[config.mk]
export PLATFORM = sky130hd
export DESIGN_NAME = rr_stream_arb
export DESIGN_NICKNAME = d
export VERILOG_FILES = /design/src/rtl/rr_arb_pkg.sv /design/src/rtl/rr_period_ctr.sv /design/src/rtl/rr_lock_ctl.sv /design/src/rtl/rr_grant_sel.sv /design/src/rtl/rr_stream_arb.sv
export SDC_FILE = /design/constraint.sdc
export NUM_CORES = 1
export LEC_CHECK = 0
export BUFFER_PORTS_ARGS = -buffer_cell sky130_fd_sc_hd__clkbuf_2
export CORE_MARGIN = 8
export CORE_UTILIZATION = 45
export CTS_CLUSTER_DIAMETER = 50
export DETAILED_ROUTE_END_ITERATION = 10
export PLACE_DENSITY_LB_ADDON = 0.15
export SLEW_MARGIN = 5
export SYNTH_ARGS = -nofsm -noshare
export SYNTH_HDL_FRONTEND = slang
export SYNTH_SLANG_ARGS = --single-unit
export TNS_END_PERCENT = 10
[constraint.sdc]
create_clock -name clk -period 1.6 [get_ports clk]
set_input_delay 0.16 -clock clk [delete_from_list [all_inputs] [get_ports clk]]
set_output_delay 0.16 -clock clk [all_outputs]
set_load 0.01 [all_outputs]
[src/rtl/rr_arb_pkg.sv]
// Package: shared constants and the selection record used by the
// arbiter submodules. Assumes exactly two streams.
package rr_arb_pkg;
    localparam int NUM_STREAMS = 2;
    localparam int IDX_W       = 1;

    typedef struct packed {
        logic             valid;
        logic [IDX_W-1:0] idx;
    } sel_t;
endpackage

[src/rtl/rr_period_ctr.sv]
// Period counter: counts data cycles inside the current locked run and
// flags the last one. The period setting is sampled when a run begins and
// held for the rest of the run. Assumes locked is low whenever the run
// has not started.
module rr_period_ctr #(
    parameter int PERIOD_W = 4
) (
    input  logic                clk,
    input  logic                rst_n,
    input  logic [PERIOD_W-1:0] period_cfg,
    input  logic                locked,
    input  logic                data_cycle,
    output logic                expire
);
    localparam logic [PERIOD_W-1:0] ONE = PERIOD_W'(1);

    logic [PERIOD_W-1:0] cnt_q;
    logic [PERIOD_W-1:0] plat_q;
    logic [PERIOD_W-1:0] eff_cfg;
    logic [PERIOD_W-1:0] p_use;
    logic [PERIOD_W-1:0] cnt_inc;

    // Map a zero setting to one and choose the live or held period.
    always_comb begin
        eff_cfg = (period_cfg == '0) ? ONE : period_cfg;
        p_use   = locked ? plat_q : eff_cfg;
        cnt_inc = cnt_q + ONE;
        expire  = data_cycle && (cnt_inc == p_use);
    end

    // Advance the run count, and capture the period when a run starts.
    always_ff @(posedge clk) begin
        if (!rst_n) begin
            cnt_q  <= '0;
            plat_q <= ONE;
        end else if (data_cycle) begin
            if (!locked) plat_q <= eff_cfg;
            cnt_q <= expire ? '0 : cnt_inc;
        end else begin
            cnt_q <= '0;
        end
    end

    AST_COUNT_BELOW_PERIOD: assert property (@(posedge clk) disable iff (!rst_n)
        locked |-> (cnt_q != '0 && cnt_q < plat_q));

    AST_PERIOD_HELD: assert property (@(posedge clk) disable iff (!rst_n)
        (locked && $past(locked)) |-> $stable(plat_q));
endmodule

[src/rtl/rr_lock_ctl.sv]
// Lock controller: holds the lock, the owning stream, the priority
// pointer and the one-cycle turnaround flag raised after a period ends.
// Assumes sel and data_cycle describe the same cycle.
module rr_lock_ctl
    import rr_arb_pkg::*;
(
    input  logic             clk,
    input  logic             rst_n,
    input  sel_t             sel,
    input  logic             data_cycle,
    input  logic             expire,
    output logic             locked,
    output logic [IDX_W-1:0] owner,
    output logic [IDX_W-1:0] prio,
    output logic             turn
);
    // Update lock, owner, priority and turnaround from this cycle's outcome.
    always_ff @(posedge clk) begin
        if (!rst_n) begin
            locked <= 1'b0;
            owner  <= '0;
            prio   <= '0;
            turn   <= 1'b0;
        end else begin
            locked <= data_cycle && !expire;
            if (data_cycle) owner <= sel.idx;
            if (expire)     prio  <= ~sel.idx;
            turn   <= expire;
        end
    end

    AST_UNLOCK_ON_STALL: assert property (@(posedge clk) disable iff (!rst_n)
        (sel.valid && !data_cycle) |=> !locked);

    AST_PRIO_PASSES: assert property (@(posedge clk) disable iff (!rst_n)
        expire |=> (turn && prio != $past(sel.idx)));
endmodule

[src/rtl/rr_grant_sel.sv]
// Grant selector: picks the stream to select this cycle. A locked owner
// always wins; in the turnaround cycle only the priority stream may be
// chosen; otherwise the priority stream first, then the other one.
// Purely combinational.
module rr_grant_sel
    import rr_arb_pkg::*;
(
    input  logic [NUM_STREAMS-1:0] req,
    input  logic                   locked,
    input  logic [IDX_W-1:0]       owner,
    input  logic [IDX_W-1:0]       prio,
    input  logic                   turn,
    output sel_t                   sel
);
    logic [IDX_W-1:0] other;

    // Resolve the selection from lock state and requests.
    always_comb begin
        other = ~prio;
        sel   = '0;
        if (locked) begin
            sel.valid = 1'b1;
            sel.idx   = owner;
        end else if (req[prio]) begin
            sel.valid = 1'b1;
            sel.idx   = prio;
        end else if (!turn && req[other]) begin
            sel.valid = 1'b1;
            sel.idx   = other;
        end
    end
endmodule

[src/rtl/rr_stream_arb.sv]
// Top: periodic round-robin arbiter for two transfer streams. Decodes the
// selection to a one-hot grant and forms the per-stream data strobes.
// Assumes req_i and rdy_i are synchronous to clk.
module rr_stream_arb
    import rr_arb_pkg::*;
#(
    parameter int PERIOD_W = 4
) (
    input  logic                   clk,
    input  logic                   rst_n,
    input  logic [PERIOD_W-1:0]    period_cfg,
    input  logic [NUM_STREAMS-1:0] req_i,
    input  logic [NUM_STREAMS-1:0] rdy_i,
    output logic [NUM_STREAMS-1:0] grant_o,
    output logic [NUM_STREAMS-1:0] xfer_o,
    output logic                   locked_o
);
    sel_t             sel;
    logic             locked;
    logic [IDX_W-1:0] owner;
    logic [IDX_W-1:0] prio;
    logic             turn;
    logic             data_cycle;
    logic             expire;

    rr_grant_sel u_sel (
        .req    (req_i),
        .locked (locked),
        .owner  (owner),
        .prio   (prio),
        .turn   (turn),
        .sel    (sel)
    );

    // One-hot grant decode and strobe per stream.
    for (genvar i = 0; i < NUM_STREAMS; i++) begin : g_stream
        assign grant_o[i] = sel.valid && (sel.idx == IDX_W'(i));
        assign xfer_o[i]  = grant_o[i] && req_i[i] && rdy_i[i];
    end

    assign data_cycle = |xfer_o;
    assign locked_o   = locked;

    rr_period_ctr #(.PERIOD_W(PERIOD_W)) u_ctr (
        .clk        (clk),
        .rst_n      (rst_n),
        .period_cfg (period_cfg),
        .locked     (locked),
        .data_cycle (data_cycle),
        .expire     (expire)
    );

    rr_lock_ctl u_lock (
        .clk        (clk),
        .rst_n      (rst_n),
        .sel        (sel),
        .data_cycle (data_cycle),
        .expire     (expire),
        .locked     (locked),
        .owner      (owner),
        .prio       (prio),
        .turn       (turn)
    );

    AST_GRANT_ONEHOT0: assert property (@(posedge clk) disable iff (!rst_n)
        $onehot0(grant_o));

    AST_STROBE_IN_GRANT: assert property (@(posedge clk) disable iff (!rst_n)
        $onehot0(xfer_o) && ((xfer_o & ~grant_o) == '0));

    AST_LOCK_KEEPS_OWNER: assert property (@(posedge clk) disable iff (!rst_n)
        (xfer_o != '0) |=> (!locked_o || grant_o == $past(grant_o)));

    AST_NO_REPEAT_AFTER_PERIOD: assert property (@(posedge clk) disable iff (!rst_n)
        expire |=> ((grant_o & $past(grant_o)) == '0));
endmodule

Word-level counts from Yosys, hierarchy flattened

Cells that the tools add are included.
Widths: inputs -> output; s select.

Memories kept: 0
Latch bits: 0
Output and inout port bits: 5
Register bits after elaboration: 12
ROM bits: 0
RAM bits: 0
Word-level logic and storage cells: 37

Equality and inequality tests: 1
Shifts and indexed selects: 0
Multiplexer cells: 9
Multipliers: 0
Div/mod/pow operators: 0
Order comparisons: 2
Add/subtract/negate cells: 1
Bitwise operators: 4
Reductions and logical operators: 14

Operators with widths:

| operator            | number |
|---|---|
| $logic_and 1x1->1   | 9 |
| $mux 4              | 2 |
| $mux 2              | 3 |
| $add 4x1->4 const B | 1 |
| $eq 4x4->1          | 1 |
| $logic_not 4->1     | 1 |
| $lt 1x2->1 const B  | 2 |
| $mux 1              | 4 |
| $not 1->1           | 4 |
| $reduce_or 3->1     | 1 |
| $logic_not 1->1     | 2 |
| $reduce_or 2->1     | 1 |

Logic depth before layout (Yosys ltp)

Word-level depth: 15
Mapped depth: 6
Depth with buffers taken out: 6

By module

From an unflattened synthesis, not the netlist that was laid out.

Cells, all modules: 71
Area, all modules: 695.7 um^2

By module, submodules not included:

| module        | instances | cells an instance | seq. area each (um^2) | area an instance (um^2) |
|---|---|---|---|---|
| rr_period_ctr | 1         | 49                | 160.2                 | 480.5 |
| rr_lock_ctl   | 1         | 11                | 80.1                  | 123.9 |
| rr_grant_sel  | 1         | 6                 | 0.0                   | 48.8 |
| rr_stream_arb | 1         | 5                 | 0.0                   | 42.5 |

Worst setup path before layout

OpenSTA, ideal clock, no wires.

Kind: reg-to-reg
Start point: reg u_lock.locked
End point: reg u_lock.prio
Arrival: 1.574 ns
Buffers on the path: 1
Setup slack: -0.110 ns
Period minus slack after synthesis: 1.710 ns
Data required time: 1.464 ns
Cell stages (with the launch flop): 7
Path through: dfxtp_1 > buf_4 > mux2i_1 > and3_4 > o2111ai_4 > o211ai_1 > o41ai_2

Word-level cells in the longest chain between the ends: 7
Elaborated cells between the ends (all ways): 12

RTL lines:

| item                            | RTL line                               | RTL |
|---|---|---|
| from (decl)                     | rr_lock_ctl.sv:12                      | `output logic locked,` |
| from (signal assigned)          | rr_lock_ctl.sv:25                      | `locked <= data_cycle && !expire;` |
| $mux 2                          | rr_grant_sel.sv:21                     | `if (locked) begin` |
| $not 1->1                       | rr_lock_ctl.sv:27, rr_stream_arb.sv:37 |  |
| $logic_and 1x1->1               | rr_stream_arb.sv:37                    | `assign grant_o[i] = sel.valid && (sel.idx == IDX_W'(i));` |
| $logic_and 1x1->1 (2 in series) | rr_stream_arb.sv:38                    | `assign xfer_o[i] = grant_o[i] && req_i[i] && rdy_i[i];` |
| $reduce_or 2->1                 | rr_stream_arb.sv:41                    | `assign data_cycle = \|xfer_o;` |
| $logic_and 1x1->1               | rr_period_ctr.sv:28                    | `expire = data_cycle && (cnt_inc == p_use);` |
| to (signal assigned)            | rr_lock_ctl.sv:27                      | `if (expire) prio <= ~sel.idx;` |
| to (decl)                       | rr_lock_ctl.sv:14                      | `output logic [IDX_W-1:0] prio,` |

Several ways; a longest one is shown, not always the timed one.
A chain may end at the register's enable or synchronous reset.

Worst setup path in the final report

Start point: reg u_lock.locked
End point: out xfer_o[1]

Word-level cells in the longest chain between the ends: 4

RTL lines:

| item                            | RTL line            | RTL |
|---|---|---|
| $mux 2                          | rr_grant_sel.sv:21  |  |
| $logic_and 1x1->1               | rr_stream_arb.sv:37 |  |
| $logic_and 1x1->1 (2 in series) | rr_stream_arb.sv:38 |  |
| to (decl)                       | rr_stream_arb.sv:15 | `output logic [NUM_STREAMS-1:0] xfer_o,` |

Every way passes these cells.

==> results_dict.tcl <==
set metrics [dict create \
    synthCells 66 \
    wl_per_cell_um 14.84 \
    vias 569 \
    syn_nets 77 \
    worst_slew_pin_slew_ps 295.4 \
    fin_ws_ps -35.29 \
    reg2reg_to "u_lock.prio" \
    drt_wl_total_um 1632 \
    synth_edf_count 0 \
    rr_worst_depth 5 \
    worstHoldStart "rst_n" \
    clkLatencyLatePin_ps 280 \
    multi_input_area_um2 474.2 \
    ys.warnings.count 0 \
    synth.mux.area_fraction_pct 9.125 \
    rows 14 \
    seqCellArea_um2 244.0 \
    grt_antenna_before_repair 0 \
    cts.sinks 12 \
    peakVddDrop_mv 0.5130 \
    synth_cell_types 29 \
    fin_cells 110 \
    grt_pass1_wl_um 2518 \
    total_leakage_power_nw 0.4071 \
    synth_flop_cell "dfxtp_1" \
    dp_cells 104 \
    min_to "u_ctr.plat_q[0]" \
    antenna_left 0 \
    nNetsFinal 107 \
    final.period_utilization_pct 102.2 \
    setup_violations 2 \
    nFillCells 119 \
    worstSetupPathType "reg2out" \
    endpoint_kind "primary output" \
    cp.required_ps 1440 \
    viasPerCell 5.173 \
    clkTransAtPathRegs_ps 70 \
    whs_ps 119.5 \
    grt_max_degree 8 \
    remaining_drc_errors 0 \
    grtUsageTotal_pct 12.14 \
    fin_util_pct 66.90 \
    dp_hpwl_um 1090 \
    layout-area-overhead-vs-synth_pct 46.01 \
    ys_seq_area_share_pct 36.50 \
    synth_compound_area_share_pct 19.20 \
    drt_iter0_drc 10 \
    drv_cap 0 \
    port_buffers 14 \
    die_h_um 54.24 \
    p_total_mw 0.7251 \
    post_route_cells_drive_above_1_share_pct 52.13 \
    netlist_area_um2 658.1 \
    synthSimpleGateAreaFrac_pct 20.34 \
    synth_top_family_by_area "simple AND/OR/NAND/NOR gates" \
    synth_xor_area_share_pct 8.935 \
    cts_buffers 3 \
    start_kind "register" \
    min_period_ps 1635 \
    die-area_um2 2942 \
    clockBufferDepth 2 \
    rsz0062_at_grt "yes" \
    cts_tree "done" \
    final_max_slew_viol_count 0 \
    start_util_pct 45.82 \
    fin_skew_ps 4.374 \
    firstDrtPassIters 4 \
    worstPathMaxFanout 7 \
    whs_path_depth 2 \
    async_flop_share_pct 0 \
    ios 15 \
    grt-ovfl-total 0 \
    routabilityCongestion 0.7824 \
    fmax_mhz 611.5 \
    violations "setup timing" \
    slew_headroom_pct 80.23 \
    h-tree-depth 1 \
    synth_fa_ha_area_share_pct 1.901 \
    r2r_slack_ps 0 \
    synth-seq-cells 12 \
    cp.arrival_ps 1480 \
    grt_pass1_vias 556 \
    r2r_start "u_lock.locked" \
    antenna_cells 0 \
    core-area_um2 1436 \
    syn_area_per_cell_um2 9.972 \
    power_density_nw_per_um2 754.6 \
    cts_root_buf "clkbuf_4" \
    finalHoldViolations 0 \
    outcome "finished with violations" \
    die_x_um 54.24 \
    min_path_type "in2reg" \
]
## critical path, stage by stage (launching register included)
cell	delay [ps]
dfxtp_4	370
buf_6	130
or2_4	230
o2111ai_4	200
buf_6	130
inv_2	30
buf_6	100
## cell usage after synthesis, drive strengths merged, types with 2 or more instances
cell | instances | area [µm²]
a21oi | 3 | 18.77
and3 | 3 | 23.77
dfxtp | 12 | 240.2
inv | 5 | 18.77
mux2i | 6 | 60.06
nand2 | 3 | 13.77
nand2b | 2 | 12.51
nor2 | 10 | 37.54
o2111ai | 3 | 50.05
o21ai | 3 | 15.01
xnor2 | 4 | 35.03
## final cells by class
class	instances	area share, %
clock buffer	3	2.344
multi-input combinational	48	49.35
inverter	5	1.953
tap	16	2.083
sequential	12	25.39
timing repair buffer	26	18.88
## what timing repair did
item | CTS | global route
cloned | 0 | 0
pin swaps | 2 | 8
buffers inserted | 1 | 2
gates resized for setup | 11 | 7
endpoints found under the setup margin | 3 | 12
hold buffers | 0 | 0
## per-layer routing
layer | share of wire, % | wire length, µm | track usage [%]
met1 | 42 | 690 | 13.64
met3 | 6.9 | 112 | 4.076
met2 | 48 | 777 | 19.47
met5 | 0 | 0 | 0
met4 | 3.2 | 52 | 7.377
## state kept, by name, summed over array words and instances (netlist names)
register       cells
u_lock.prio        1
u_ctr.cnt_q        4
u_lock.owner       1
u_ctr.plat_q       4
u_lock.turn        1
u_lock.locked      1
## cell families (layout without fill, tap and decap cells)
family / after synthesis / after routing
xor+xnor: 5 / 5
mux: 6 / 6
flops: 12 / 12
compound gates: 13 / 13
fa+ha+maj: 1 / 1
simple gates: 23 / 23
buf+inv: 6 / 34
## metrics by stage
step / instance area, µm² / setup WS, ps / TNS (ps)
2_1_floorplan: 683.2 / 31.81 / 0
3_3_place_gp: 829.5 / -23.13 / -23.13
3_5_place_dp: 829.5 / -57.72 / -57.72
4_1_cts: 912.1 / -46.00 / -81.37
5_1_grt: 960.9 / -90.49 / -523.9
6_report: 960.9 / -35.29 / -43.28
## cell usage in the layout (no fill, tap or decap), types with 2 or more instances in the layout
cell       Yosys  layout
clkbuf_2       0      13
dfxtp_1       12      11
nor2_1        10      10
buf_4          1       8
buf_6          0       5
mux2i_1        6       4
o2111ai_4      1       3
inv_1          5       3
clkbuf_4       0       3
o21ai_0        2       2
nand2_1        2       2
inv_2          0       2
a21oi_1        2       2
and3_4         1       2
xnor2_2        0       2
xnor2_1        4       2
## worst max path at each step
stage | to | startpoint | depth (start not counted) | slack (ps)
floorplan | u_lock.prio | u_lock.locked | 6 | 30
finish | xfer_o[1] | u_lock.locked | 6 | -40
CTS | xfer_o[1] | u_lock.locked | 6 | -50
detailed placement | u_lock.prio | period_cfg[2] | 6 | -60
global placement | u_lock.prio | period_cfg[2] | 6 | -20
global route | xfer_o[0] | u_lock.locked | 6 | -90
## power by group
part | leakage [nW] | internal, mW | switching, mW
logic | 0.295 | 0.107 | 0.100
clock network | 0.0138 | 0.0874 | 0.103
registers | 0.0986 | 0.314 | 0.0131
total | 0.407 | 0.509 | 0.217
Power figures use the tool's default switching activity.
